==> config.mk <==
export PLATFORM = sky130hd
export DESIGN_NAME = intacc_core
export DESIGN_NICKNAME = d
export VERILOG_FILES = /design/src/rtl/intacc_pkg.sv /design/src/rtl/intacc_prio_enc.sv /design/src/rtl/intacc_bitvec.sv /design/src/rtl/intacc_spec_slot.sv /design/src/rtl/intacc_core.sv
export SDC_FILE = /design/constraint.sdc
export NUM_CORES = 2
export LEC_CHECK = 0
export BUFFER_PORTS_ARGS = -buffer_cell sky130_fd_sc_hd__clkbuf_2
export CORE_ASPECT_RATIO = 1.75
export CORE_MARGIN = 2
export CORE_UTILIZATION = 60
export CTS_BUF_LIST = sky130_fd_sc_hd__clkbuf_2 sky130_fd_sc_hd__clkbuf_4 sky130_fd_sc_hd__clkbuf_8
export DETAILED_ROUTE_END_ITERATION = 8
export PLACE_DENSITY = 0.76
export SYNTH_ARGS = -nofsm -noshare
export SYNTH_HDL_FRONTEND = slang
export SYNTH_HIERARCHICAL = 1
export SYNTH_SLANG_ARGS = --single-unit
==> constraint.sdc <==
create_clock -name clk -period 19.8 [get_ports clk]
set_clock_uncertainty 0.05 [all_clocks]
set_input_delay 2.97 -clock clk [delete_from_list [all_inputs] [get_ports clk]]
set_output_delay 2.97 -clock clk [all_outputs]
set_load 0.01 [all_outputs]
==> src/rtl/intacc_pkg.sv <==
package intacc_pkg;

    localparam int VW       = 8;
    localparam int CLS_W    = 4;
    localparam int NUM_SPEC = 4;

    typedef enum logic [2:0] {
        DM_FIXED  = 3'b000,
        DM_LOWEST = 3'b001,
        DM_SMI    = 3'b010,
        DM_RSV_A  = 3'b011,
        DM_NMI    = 3'b100,
        DM_INIT   = 3'b101,
        DM_RSV_B  = 3'b110,
        DM_EXT    = 3'b111
    } dmode_e;

    typedef enum logic [2:0] {
        PK_NONE = 3'd0,
        PK_SMI  = 3'd1,
        PK_NMI  = 3'd2,
        PK_INIT = 3'd3,
        PK_EXT  = 3'd4,
        PK_REG  = 3'd5
    } pkind_e;

    typedef struct packed {
        logic          valid;
        pkind_e        kind;
        logic [VW-1:0] vec;
        logic          level;
    } offer_t;

    // Slot index order equals precedence order.
    function automatic dmode_e slot_mode(input int k);
        case (k)
            0:       return DM_SMI;
            1:       return DM_NMI;
            2:       return DM_INIT;
            default: return DM_EXT;
        endcase
    endfunction

    function automatic pkind_e slot_kind(input int k);
        case (k)
            0:       return PK_SMI;
            1:       return PK_NMI;
            2:       return PK_INIT;
            default: return PK_EXT;
        endcase
    endfunction

    function automatic logic is_ordinary(input dmode_e m);
        return (m == DM_FIXED) || (m == DM_LOWEST);
    endfunction

endpackage

==> src/rtl/intacc_prio_enc.sv <==
module intacc_prio_enc #(
    parameter int N = 256,
    localparam int W = $clog2(N)
) (
    input  logic [N-1:0] bits,
    output logic         found,
    output logic [W-1:0] top
);
    always_comb begin
        found = 1'b0;
        top   = '0;
        for (int i = 0; i < N; i++) begin
            if (bits[i]) begin
                found = 1'b1;
                top   = W'(i);
            end
        end
    end
endmodule

==> src/rtl/intacc_bitvec.sv <==
module intacc_bitvec #(
    parameter int N = 256,
    localparam int W = $clog2(N)
) (
    input  logic         clk,
    input  logic         rst,
    input  logic         set_en,
    input  logic [W-1:0] set_idx,
    input  logic         clr_en,
    input  logic [W-1:0] clr_idx,
    output logic [N-1:0] bits
);
    for (genvar g = 0; g < N; g++) begin : g_bit
        always_ff @(posedge clk) begin
            if (rst)
                bits[g] <= 1'b0;
            else if (set_en && set_idx == W'(g))
                bits[g] <= 1'b1;
            else if (clr_en && clr_idx == W'(g))
                bits[g] <= 1'b0;
        end
    end
endmodule

==> src/rtl/intacc_spec_slot.sv <==
module intacc_spec_slot #(
    parameter int VEC_W = 8
) (
    input  logic             clk,
    input  logic             rst,
    input  logic             arm,
    input  logic [VEC_W-1:0] arm_vec,
    input  logic             retire,
    output logic             pending,
    output logic [VEC_W-1:0] vec
);
    always_ff @(posedge clk) begin
        if (rst) begin
            pending <= 1'b0;
            vec     <= '0;
        end else if (retire) begin
            pending <= 1'b0;
        end else if (arm && !pending) begin
            pending <= 1'b1;
            vec     <= arm_vec;
        end
    end
endmodule

==> src/rtl/intacc_core.sv <==
module intacc_core
    import intacc_pkg::*;
#(
    parameter int VEC_W   = intacc_pkg::VW,
    parameter int CLASS_W = intacc_pkg::CLS_W
) (
    input  logic               clk,
    input  logic               rst,
    input  logic               msg_valid,
    input  logic [VEC_W-1:0]   msg_vector,
    input  logic [2:0]         msg_mode,
    input  logic               msg_level,
    input  logic               core_ie,
    input  logic [CLASS_W-1:0] tpr_class,
    input  logic               ack,
    input  logic               eoi,
    output logic               pres_valid,
    output logic [2:0]         pres_kind,
    output logic [VEC_W-1:0]   pres_vector,
    output logic               pres_level
);
    localparam int NUM_VEC = 1 << VEC_W;

    dmode_e             mode;
    logic               accept_reg;
    logic [NUM_VEC-1:0] req_bits, isr_bits, tmr_bits;
    logic               req_found, isr_found;
    logic [VEC_W-1:0]   req_top, isr_top;
    logic               reg_ok;
    logic [NUM_SPEC-1:0]  spec_pend, spec_arm, spec_retire;
    logic [VEC_W-1:0]     spec_vec [NUM_SPEC];
    offer_t             offer;
    logic               take, take_reg;

    assign mode       = dmode_e'(msg_mode);
    assign accept_reg = msg_valid && is_ordinary(mode) && !req_bits[msg_vector];

    // Highest-bit search over request and in-service arrays
    intacc_prio_enc #(.N(NUM_VEC)) u_req_enc (
        .bits(req_bits), .found(req_found), .top(req_top));
    intacc_prio_enc #(.N(NUM_VEC)) u_isr_enc (
        .bits(isr_bits), .found(isr_found), .top(isr_top));

    assign reg_ok = core_ie && req_found
                 && (!isr_found || req_top > isr_top)
                 && (req_top[VEC_W-1 -: CLASS_W] > tpr_class);

    // Special delivery slots
    for (genvar k = 0; k < NUM_SPEC; k++) begin : g_slot
        assign spec_arm[k]    = msg_valid && (mode == slot_mode(k));
        assign spec_retire[k] = take && (offer.kind == slot_kind(k));
        intacc_spec_slot #(.VEC_W(VEC_W)) u_slot (
            .clk(clk), .rst(rst),
            .arm(spec_arm[k]), .arm_vec(msg_vector),
            .retire(spec_retire[k]),
            .pending(spec_pend[k]), .vec(spec_vec[k]));
    end

    // Fixed precedence selection
    always_comb begin
        offer = '{valid: 1'b0, kind: PK_NONE, vec: '0, level: 1'b0};
        if (spec_pend[0]) begin
            offer = '{valid: 1'b1, kind: PK_SMI, vec: spec_vec[0], level: 1'b0};
        end else if (spec_pend[1]) begin
            offer = '{valid: 1'b1, kind: PK_NMI, vec: spec_vec[1], level: 1'b0};
        end else if (spec_pend[2]) begin
            offer = '{valid: 1'b1, kind: PK_INIT, vec: spec_vec[2], level: 1'b0};
        end else if (spec_pend[3] && core_ie) begin
            offer = '{valid: 1'b1, kind: PK_EXT, vec: spec_vec[3], level: 1'b0};
        end else if (reg_ok) begin
            offer = '{valid: 1'b1, kind: PK_REG, vec: req_top, level: tmr_bits[req_top]};
        end
    end

    assign take     = ack && offer.valid;
    assign take_reg = take && (offer.kind == PK_REG);

    intacc_bitvec #(.N(NUM_VEC)) u_req (
        .clk(clk), .rst(rst),
        .set_en(accept_reg), .set_idx(msg_vector),
        .clr_en(take_reg),   .clr_idx(req_top),
        .bits(req_bits));

    intacc_bitvec #(.N(NUM_VEC)) u_isr (
        .clk(clk), .rst(rst),
        .set_en(take_reg),         .set_idx(req_top),
        .clr_en(eoi && isr_found), .clr_idx(isr_top),
        .bits(isr_bits));

    intacc_bitvec #(.N(NUM_VEC)) u_tmr (
        .clk(clk), .rst(rst),
        .set_en(accept_reg && msg_level),  .set_idx(msg_vector),
        .clr_en(accept_reg && !msg_level), .clr_idx(msg_vector),
        .bits(tmr_bits));

    assign pres_valid  = offer.valid;
    assign pres_kind   = offer.kind;
    assign pres_vector = offer.vec;
    assign pres_level  = offer.level;

endmodule

# Yosys cells after proc, flatten, opt, wreduce, memory -nomap -nowiden
# Cells that the tools add are included.
[totals]
register_bits = 804
input_bits = 22
output_inout_bits = 13
word_cells = 6218
[op_classes]
n_eq_ne = 775
reduce_logical = 2092
bitwise = 4
mux = 2567
magnitude_cmp = 4
[op_table]
columns = ["op", "n"]
rows = [
  ["$eq 8x8->1 const B", 384],
  ["$mux 1", 2052],
  ["$mux 8", 256],
  ["$eq 8x7->1 const B", 192],
  ["$reduce_bool 2->1", 768],
  ["$logic_and 1x1->1", 1303],
  ["$mux 7", 128],
  ["$eq 8x6->1 const B", 96],
  ["$eq 8x5->1 const B", 48],
  ["$mux 6", 64],
  ["$eq 8x4->1 const B", 24],
  ["$mux 5", 32],
  ["$eq 8x3->1 const B", 12],
  ["$mux 13", 5],
  ["$mux 4", 16],
  ["$eq 8x2->1 const B", 6],
  ["$eq 8x1->1 const B", 3],
  ["$logic_not 8->1", 3],
  ["$mux 3", 8],
  ["$lt 8x9->1 const B", 2],
  ["$bmux 1 s8", 2],
  ["$eq 3x3->1 const B", 5],
  ["$eq 3x2->1 const B", 3],
  ["$gt 8x8->1", 1],
  ["9 further kinds", 29],
]

# Longest topological paths before layout
[depth]
depth_word = 270
mapped_depth = 24
mapped_depth_nobuf = 18

# Hierarchy
# The synthesis kept the hierarchy.
[modules_own_cells]
columns = ["mod", "area_per_inst_um2", "cells_each", "n_inst", "seq_area_each_um2"]
rows = [
  ["intacc_bitvec", 9673.0, 981, 3, 5124.9],
  ["intacc_prio_enc", 3344.5, 601, 2, 0.0],
  ["intacc_core", 5200.0, 491, 1, 0.0],
  ["intacc_spec_slot", 397.9, 38, 4, 180.2],
]

# Worst setup path before layout
# OpenSTA, ideal clock, no wires.
[synth_path]
path_type = "reg2out"
from = "register u_req.bits[64]"
to = "output pres_kind[0]"
setup_slack_ns = 12.014
path_stages_with_launch = 20
required_ns = 16.780
path_buffers = 4
arrival_time_ns = 4.766
path_cell_list = "dfxtp_1 > or4_1 > nor4_1 > o221ai_1 > a31o_1 > a2111oi_0 > a211oi_1 > o21ai_1 > buf_2 > buf_4 > buf_6 > buf_4 > inv_1 > ha_1 > nor2b_1 > o21a_1 > o21ai_0 > a211oi_1 > o21ai_0 > o31ai_1"
[synth_via]
elab_chain_cells = 201
elab_cells_between_ends = 395
classes_between = "order compare (2); mux (389); reduce/logical (4)"
[synth_lines]
columns = ["element", "line", "source"]
rows = [
  ["start, declared", "intacc_bitvec.sv:11", "output logic [N-1:0] bits"],
  ["start signal, assigned by index", "intacc_bitvec.sv:16", "bits[g] <= 1'b0;"],
  ["start signal, assigned by index", "intacc_bitvec.sv:18", "bits[g] <= 1'b1;"],
  ["start signal, assigned by index", "intacc_bitvec.sv:20", "bits[g] <= 1'b0;"],
  ["$mux 7 (64 in a row)", "intacc_prio_enc.sv:13", "if (bits[i]) begin"],
  ["$mux 8 (128 in a row)", "intacc_prio_enc.sv:13", ""],
  ["named net req_top[0]", "intacc_core.sv:28", "logic [VEC_W-1:0] req_top, isr_top;"],
  ["$gt 8x8->1", "intacc_core.sv:45", "&& (!isr_found || req_top > isr_top)"],
  ["$logic_or 1x1->1", "intacc_core.sv:45", ""],
  ["$logic_and 1x1->1", "intacc_core.sv:45", ""],
  ["$logic_and 1x1->1", "intacc_core.sv:46", "&& (req_top[VEC_W-1 -: CLASS_W] > tpr_class);"],
  ["$mux 13", "intacc_core.sv:70", "end else if (reg_ok) begin"],
  ["$mux 13", "intacc_core.sv:68", "end else if (spec_pend[3] && core_ie) begin"],
  ["$mux 13", "intacc_core.sv:66", "end else if (spec_pend[2]) begin"],
  ["$mux 13", "intacc_core.sv:64", "end else if (spec_pend[1]) begin"],
  ["$mux 13", "intacc_core.sv:62", "if (spec_pend[0]) begin"],
  ["end, declared", "intacc_core.sv:18", "output logic [2:0] pres_kind,"],
]
# The timed path passes the listed nets, and every way through them passes these cells.

# Worst setup path after layout
[layout_path]
from = "register u_req.bits[211]"
to = "output pres_level"
[layout_via]
elab_chain_cells = 54
elab_cells_between_ends = 103
classes_between = "order compare (2); mux (97); reduce/logical (4)"
[layout_lines]
columns = ["element", "line", "source"]
rows = [
  ["$mux 8 * (45 in a row)", "intacc_prio_enc.sv:13", ""],
  ["named net req_top[0]", "intacc_core.sv:28", ""],
  ["branches (longest 4 deep; another with $bmux 1 s8)", "n/a", ""],
  ["$mux 13 *", "intacc_core.sv:70", ""],
  ["$mux 13 *", "intacc_core.sv:68", ""],
  ["$mux 13 *", "intacc_core.sv:66", ""],
  ["$mux 13 *", "intacc_core.sv:64", ""],
  ["$mux 13 *", "intacc_core.sv:62", ""],
  ["end, declared", "intacc_core.sv:20", "output logic pres_level"],
]
# Mark *: on every way through the listed nets, which the timed path passes. The select of a mux whose other input is x is not followed.

==> results.cfg <==
[cts]
cts_setup_buffers = 0
cts_resized = 0
cts_buffer_depth = 3
path_clk_slew_ns = 0.06
htree_levels = 3
numCtsBuffers = 117
clk_latency_ns = 0.89
cts_sinks = 804
root_buffer = clkbuf_8
cts-hold-fix-buffers = 0
cts_tree = done

[finish]
regArea_mm2 = 0.0161
drive_above_1_share_pct = 10.9
layout.cells.non_filler = 5577
multiInputGateArea_mm2 = 0.0242
finish.net_count = 4587
area_growth_pct = 6.63
fillers = 6057

[timing]
fmax_mhz = 91.5
period_minus_slack_ns = 10.92
fin_crit_sh_pct = 55.2
hold_violations = 0
drv_slew = 3
grt_setup_unrepaired = no
worstMarginPinSlew_ns = 1.53
setup_viol = 0
fin_ws_ns = 8.88
tns_ns = 0
worst_slew_margin_rel_pct = -4.79

[floorplanning]
core-area_mm2 = 0.0704
die_area_mm2 = 0.0731
fp.dieH_um = 356
fp-row-count = 129
start_util_pct = 60.4
ioPinCount = 35
die_width_um = 205

[critical_path]
critPathMaxFanout = 52
arrival_ns = 7.90
end_kind = output port
startpoint_type = flip-flop
cp_cell_sequence = inv_1 -> a2111oi_0 -> o211ai_1 -> o21ai_0 -> o2111ai_1 -> o21ai_4 -> buf_4 -> buf_4 -> mux2i_1 -> a221oi_1 -> nor2_1 -> o211ai_1 -> nand4_1 -> a311oi_1 -> clkbuf_2
required_ns = 16.78
rr_worst_depth = 19
cpPeakStageDelay_ns = 1.20
path_class = flip-flop to output port
cp_slowest_cell = a311oi_1

[yosys]
syn_inst = 4788
synth_top_cell_by_area = dfxtp_1
yosys-top-cells-area = dfxtp_1 (38%), o311ai_0 (15%), o21ai_0 (8.2%)
async_flop_share_pct = 0
ys_ff_latch = 804
synth_edf_count = 0
post-synth-top-count-cell = dfxtp_1
syn-num-nets = 4822
synth_flop_cell = dfxtp_1
synth_top_area_share_pct = 37.9
ys.warnings.count = 6
synth_common_cells = dfxtp_1 (804), o311ai_0 (739), o21ai_0 (700), clkbuf_1 (388), nor2_1 (244)
synth_cell_types = 86
synth_area_per_cell_um2 = 8.88
synthesis.area_mm2 = 0.0425
synth_seq_area_share_pct = 37.9

[run_status]
violations = max-capacitance violations, max-slew violations
status = finished with violations

[grt]
antenna_found_initial = 13
grt_remaining_overflow = 0
grt_pass1_vias = 42800
track_usage_pct = 48.1
grt_pass1_wl_um = 266000
grt_max_degree = 166

[placement]
pre_cts_ws_ns = 10.13
dp.cells = 5351
io_buffers = 34
place_congestion = 1.07
post-dp-hpwl_um = 111000

[power_and_ir_drop]
powerDensity_mw_per_mm2 = 74.7
peakVddDrop_v = 0.0000597
p_leak_nw = 14.6

[route]
drc = 0
totalWireLength_um = 180000
wl_per_cell_um = 32.3
antenna_left = 0
firstDrtPassIters = 8
vias = 45000
drtIter0Drc = 6716
vias_per_cell = 8.08

[hold_path]
min_path_type = flip-flop to flip-flop
hold_depth = 2

[run]
timing.max_cap.violations = 1
[sequential cells by signal, indices dropped and copies added, names as in the netlist]
signal                 cells
u_req/bits               256
g_slot.u_slot/pending      4
u_tmr/bits               256
u_isr/bits               256
g_slot.u_slot/vec         32
[report_power, final]
group	internal, W	switching (W)
sequential	0.00162	0.00000253
clock	0.000826	0.000716
combinational	0.0000479	0.000174
total	0.00249	0.000893
[final timing paths]
kind | startpoint | endpoint | slack (ns)
worst max-delay path | u_req/bits[211]$_SDFFE_PP0P_ | pres_level | 8.88
worst min-delay path | u_tmr/bits[6]$_SDFFE_PP0P_ | u_tmr/bits[6]$_SDFFE_PP0P_ | 0.42
worst max register to register | u_req/bits[176]$_SDFFE_PP0P_ | u_isr/bits[83]$_SDFFE_PP0P_ | 11.38
worst min register to register | u_tmr/bits[6]$_SDFFE_PP0P_ | u_tmr/bits[6]$_SDFFE_PP0P_ | 0.42
[critical path, delay by kind of cell (launching register included)]
family	cells	cell delay [ns]
buffers and inverters	4	1.82
AO/OA/AOI/OAI	8	4.26
AND/OR/NAND/NOR	2	0.26
flip-flops	1	0.43
multiplexers	1	0.16
[layout make-up]
type / count / area share [%]
flip-flops and latches: 804 / 35.5
clock inverters: 30 / 0.718
repair buffers: 105 / 1.57
well taps: 917 / 2.53
inverters: 118 / 1.01
clock buffers: 185 / 5.22
multi-input cells: 3407 / 53.4
diodes: 11 / 0.0607
[logic make-up (layout without fill, tap and decap cells)]
logic type                 count (synthesis)  after routing  synth area share (%)
buffers and inverters                    577            438                  5.52
muxes                                    190            190                  8.10
and+or+nand+nor                         1144           1144                  14.8
DFF                                      804            804                  37.9
AOI/OAI and AO/OA                       2061           2061                  33.4
other                                      0             11                     0
adders and majority gates                 12             12                 0.353
[routing by layer]
metal	track usage (%)	routed length, µm	share of wire, %	up-vias
li1	-	-	-	18900
met1	49.6	56500	31	21300
met2	75.2	80900	45	3431
met3	14.2	19500	11	1362
met4	50.5	22900	13	4
met5	0.0674	27	0.015	-
[cell usage in the layout (no fill, tap or decap), types with 29 or more instances in the layout]
| master | count |
|---|---|
| a21oi_1 | 112 |
| a22oi_1 | 29 |
| buf_4 | 74 |
| clkbuf_2 | 30 |
| clkbuf_4 | 29 |
| clkbuf_8 | 156 |
| dfxtp_1 | 804 |
| inv_1 | 114 |
| mux2i_1 | 66 |
| mux4_2 | 111 |
| nand2_1 | 173 |
| nand2b_1 | 102 |
| nand3_1 | 95 |
| nand4_1 | 38 |
| nor2_1 | 244 |
| nor2b_1 | 48 |
| nor3_1 | 99 |
| nor4_1 | 166 |
| o21ai_0 | 700 |
| o21ai_1 | 159 |
| o311ai_0 | 739 |
| o311ai_1 | 43 |
[per-stage QoR]
stage / power (W) / hold slack [ns] / util (%) / instance area (µm²)
after detailed placement: 0.00187 / 0.414 / 60.5 / 42600
after global routing: 0.00345 / 0.438 / 64.4 / 45300
after floorplan: 0.00179 / 0.393 / - / 42500
after global placement: 0.00186 / 0.403 / 60.5 / 42600
after CTS: 0.00337 / 0.422 / 64.4 / 45300
final: 0.00339 / 0.423 / 64.4 / 45300
Note: power is estimated with default switching activity, not from simulation.
